==> config.mk <==
export PLATFORM = sky130hd
export DESIGN_NAME = hdx_line_dir
export DESIGN_NICKNAME = d
export VERILOG_FILES = /design/src/rtl/hdx_line_dir.sv
export SDC_FILE = /design/constraint.sdc
export NUM_CORES = 1
export LEC_CHECK = 0
export ABC_AREA = 1
export BUFFER_PORTS_ARGS = -buffer_cell sky130_fd_sc_hd__buf_4
export CORE_AREA = 2 2 39 41
export CTS_CLUSTER_DIAMETER = 50
export DETAILED_ROUTE_END_ITERATION = 10
export DIE_AREA = 0 0 41 43
export GPL_ROUTABILITY_DRIVEN = 0
export GPL_TIMING_DRIVEN = 0
export PLACE_DENSITY = 0.41
export SETUP_SLACK_MARGIN = 0.1
export SYNTH_ARGS = -nofsm -noshare
export SYNTH_HDL_FRONTEND = slang
export SYNTH_SLANG_ARGS = --single-unit
export TNS_END_PERCENT = 100
==> constraint.sdc <==
create_clock -name clk -period 1.83 [get_ports clk]
set_clock_uncertainty 0.05 [all_clocks]
set_input_delay 0.366 -clock clk [delete_from_list [all_inputs] [get_ports clk]]
set_output_delay 0.366 -clock clk [all_outputs]
set_load 0.01 [all_outputs]
==> src/rtl/hdx_line_dir.sv <==
module hdx_line_dir #(
  parameter int SYNC_STAGES = 2
) (
  input  logic clk,
  input  logic rst_n,
  input  logic txq_empty,
  input  logic tsr_empty,
  input  logic stop_done,
  input  logic rts_manual,
  input  logic rts_flow,
  input  logic flow_auto_en,
  input  logic ir_raw,
  input  logic cfg_ir_en,
  input  logic cfg_ir_hdx,
  input  logic cfg_ir_inv,
  input  logic cfg_dir_en,
  input  logic cfg_dir_inv,
  output logic rts_pin,
  output logic ir_rx
);
  localparam int SYNC_MSB = SYNC_STAGES - 1;

  logic                 data_held;
  logic                 busy_q;
  logic [SYNC_MSB:0]    ir_sync;
  logic                 ir_level;
  logic                 ir_block;
  logic                 flow_rts;

  assign data_held = !txq_empty || !tsr_empty;

  always_ff @(posedge clk) begin
    if (!rst_n)
      busy_q <= 1'b0;
    else if (data_held)
      busy_q <= 1'b1;
    else if (stop_done)
      busy_q <= 1'b0;
  end

  generate
    if (SYNC_STAGES == 1) begin : g_sync_one
      always_ff @(posedge clk) begin
        if (!rst_n) ir_sync <= '0;
        else        ir_sync <= ir_raw;
      end
    end else begin : g_sync_chain
      always_ff @(posedge clk) begin
        if (!rst_n) ir_sync <= '0;
        else        ir_sync <= {ir_sync[SYNC_MSB-1:0], ir_raw};
      end
    end
  endgenerate

  assign flow_rts = flow_auto_en ? rts_flow : rts_manual;
  assign rts_pin  = cfg_dir_en ? (busy_q ^ cfg_dir_inv) : flow_rts;

  assign ir_level = ir_sync[SYNC_MSB] ^ cfg_ir_inv;
  assign ir_block = cfg_ir_en & cfg_ir_hdx & busy_q;
  assign ir_rx    = ir_level & ~ir_block;
endmodule

# Word level (Yosys, flattened, before mapping)
# Index checks and enable logic that the tools add are counted.
# W data, S select, Z words.
# op_classes
muxes,4
n_reduce_logical,4
bitwise,6
# ops
op,n
$mux W1,4
$and A1 B1 Y1,3
$logic_not A1 Y1,2
$reduce_bool A2 Y1,1
$xor A1 B1 Y1,2
$logic_or A1 B1 Y1,1
$not A1 Y1,1
# totals
word_cells,16
register_bits,3
out_inout_bits,2

# Logic depth before layout (Yosys ltp)
# logic_depth
ltp_word,4
depth_mapped,5

# Worst setup path before layout
# Ideal clock, no wire load.
# synth_path
kind,in2out
startpoint,input port cfg_ir_inv
endpoint,output port ir_rx
slack_ns,0.811
n_path_buf,0
arrival_time_ns,0.603
required_ns,1.414
path_stages,5
path_cell_list,inv_1 > nand2_1 > nand2_1 > nand2_1 > inv_1
# synth_between
elab_chain_len,2
# synth_rtl
element,line_no,rtl
"start, declared",15,"input logic cfg_ir_inv,"
$xor A1 B1 Y1,58,assign ir_level = ir_sync[SYNC_MSB] ^ cfg_ir_inv;
$and A1 B1 Y1,60,assign ir_rx = ir_level & ~ir_block;
"end, declared",19,output logic ir_rx
# No other way between the ends.

# Final worst setup path
# layout_path
startpoint,register busy_q
endpoint,output port rts_pin
# layout_between
elab_chain_len,2
# layout_rtl
element,line_no,rtl
"start, declared",24,logic busy_q;
"start signal, assigned",34,busy_q <= 1'b0;
"start signal, assigned",36,busy_q <= 1'b1;
"start signal, assigned",38,busy_q <= 1'b0;
$xor A1 B1 Y1,56,assign rts_pin = cfg_dir_en ? (busy_q ^ cfg_dir_inv) : flow_rts;
$mux W1,56,
"end, declared",18,"output logic rts_pin,"
# No other way between the ends.

==> out/qor.csv <==
metric;value;unit
synthesized flop and latch total;3;
vias per cell;3.19;
crit-path max FO;3;
register area;60.1;sq um
postcts setup bufs;0;
maxcap violations;0;
CP required;1.41;ns
number of port buffers;15;
Synth Instances;33;
most common cell after layout, fill and taps aside;buf_4;
Layout Cells excl Fill;68;
syn avg cell area;5.42;sq um
PD cells;700;nW/um^2
Net Sw Power;55.6;uW
Worst setup SP type;flip-flop;
Area contributors post-synth;dfxtp_1 (34%), nand2_1 (25%), inv_1 (23%), nand3_1 (8.4%), nor2_1 (4.2%);
Crit. End Element;primary output;
clock sinks;3;
reg-to-reg endpoint;busy_q$_SDFFE_PN0P_;
fin crit share;73.7;%
Worst Hold Class;primary input to flip-flop;
critical path class;flip-flop to primary output;
initial antenna violation count;0;
placed instance count;64;
chip height;43;um
Ant. Diodes;0;
layout cells sized above 1;38.5;%
Worst Setup EP;rts_pin;
CP Data Arrival Time;0.93;ns
Max clock buf depth;2;
combinational share of power;20.1;%
Final Hold Fails;0;
register share of total power;30.2;%
commonest non-fill, non-tap cells in the layout;buf_4 (15), nand2_1 (12), inv_1 (11);
fin. max-slew vios;0;
Slew HR;91.7;%
Die Wd;41;um
post-cts sizing count;0;
area delta synth->final;88.8;%
Boundary Pins;16;
fill count;153;
htree depth;1;
clk_lat worst skew;0.23;ns
worst flop-to-flop path startpoint;busy_q$_SDFFE_PN0P_;
RSZ-0062 raised after global routing;false;
Worst Tran Pin Value;0.124;ns
DIE AREA;1760;sq um
routed wire length;411;um
Setup violations, final;0;
Starting DRT DRC Count;1;
met1 Use GR;4.79;%
total negative slack;0;ns
synth warn;0;
total congestion overflow;0;
Clock transition at path regs;0.04;ns
WL/cell;6.04;um
cell-internal power;181;uW
Leak;0.219;nW
minimum clock period;1.35;ns
routed via count;217;
CTS Root Buffer Type;clkbuf_4;
clock share of power;49.7;%
grt met3 use;5.24;%
GRT Util Overall;5.31;%
register area share after synthesis;33.6;%
post-synthesis net count;47;
number of buffers created by CTS;3;
Global Route met2 Usage;7.81;%
FF-to-FF setup slack;1.13;ns
num rows;14;
Synth top area share;33.6;%
CTS tree;built;
cell taking the most area after synthesis;dfxtp_1;
DRC violations left;0;
Final ANT Viol Nets;0;
nets;67;
Synth cell types;7;
vias in the first global route;196;
largest net degree at the start of global routing;4;
first-pass GRT wire length;607;um
outcome;finished, final reports clean;
Hold Crit Start;ir_raw;
gr busiest metal;met2;
detailed placement HPWL;319;um
CTS hold repair buffers;0;
switch share;23.5;%
1st-pass router iterations;2;
fmax;0.741;GHz
worst setup path start;busy_q$_SDFFE_PN0P_;
Core Region;1380;sq um
Multi-input gate area;73.8;sq um
post-synth design cell area;179;sq um
Initial Utilization;12.9;%
Worst VDD drop;0.333;mV
R2R depth;4;
==> worst min path at each step <==
| stage | slack (ns) | endpoint | cells past startpoint |
|---|---|---|---|
| 3_5_place_dp | 0.35 | ir_sync[1]$_SDFF_PN0_ | 2 |
| 4_1_cts | 0.25 | ir_sync[0]$_SDFF_PN0_ | 3 |
| 3_3_place_gp | 0.35 | ir_sync[1]$_SDFF_PN0_ | 2 |
| 2_1_floorplan | 0.34 | ir_sync[1]$_SDFF_PN0_ | 2 |
| 6_report | 0.26 | ir_sync[0]$_SDFF_PN0_ | 3 |
| 5_1_grt | 0.27 | ir_sync[0]$_SDFF_PN0_ | 3 |
==> final cells by class <==
class | count | area share, %
sequential | 3 | 17.8
timing repair buffer | 15 | 33.3
clock buffer | 4 | 7.78
tap | 16 | 5.93
multi-input combinational | 18 | 21.9
inverter | 12 | 13.3
==> synthesized netlist by cell type <==
master   instances
dfxtp_1          3
inv_1           11
inv_2            1
nor2_1           2
nor2_2           1
nand3_1          3
nand2_1         12
==> metrics by stage <==
step	setup WS, ns	hold WS, ns	util, %	power, mW	area (sq um)
4_1_cts	0.462	0.253	24.4	0.241	338
3_5_place_dp	0.597	0.353	22.5	0.121	312
2_1_floorplan	0.811	0.340	-	0.0898	179
3_3_place_gp	0.602	0.346	22.5	0.121	312
5_1_grt	0.398	0.273	24.4	0.255	338
6_report	0.481	0.258	24.4	0.236	338
==> flip-flops by register name (all words and copies together), names as in the netlist <==
register  count
ir_sync       2
busy_q        1
==> kinds of logic after synthesis <==
family,synth area share (%)
buffers and inverters,25.2
flip-flops,33.6
AND/OR/NAND/NOR,41.3
==> routing by layer <==
metal / share of wire, % / vias up
met3: 20 / 0
met1: 44 / 76
li1: - / 128
met4: 0 / 0
met5: 0 / -
met2: 36 / 13
==> power groups by stage <==
stage / combinational [mW] / clock, mW / sequential, mW
after CTS: 0.0482 / 0.121 / 0.0715
after global placement: 0.0480 / 0 / 0.0726
after detailed placement: 0.0480 / 0 / 0.0725
final: 0.0475 / 0.118 / 0.0714
after global routing: 0.0544 / 0.128 / 0.0718
after floorplan: 0.0177 / 0 / 0.0721
==> critical path, cell delays in order, from the launching register on <==
cell	delay, ns
dfxtp_1	0.36
inv_2	0.05
nand2_1	0.05
nand3_1	0.06
nand2_1	0.07
buf_4	0.11
Note: power is estimated with default switching activity, not from simulation.
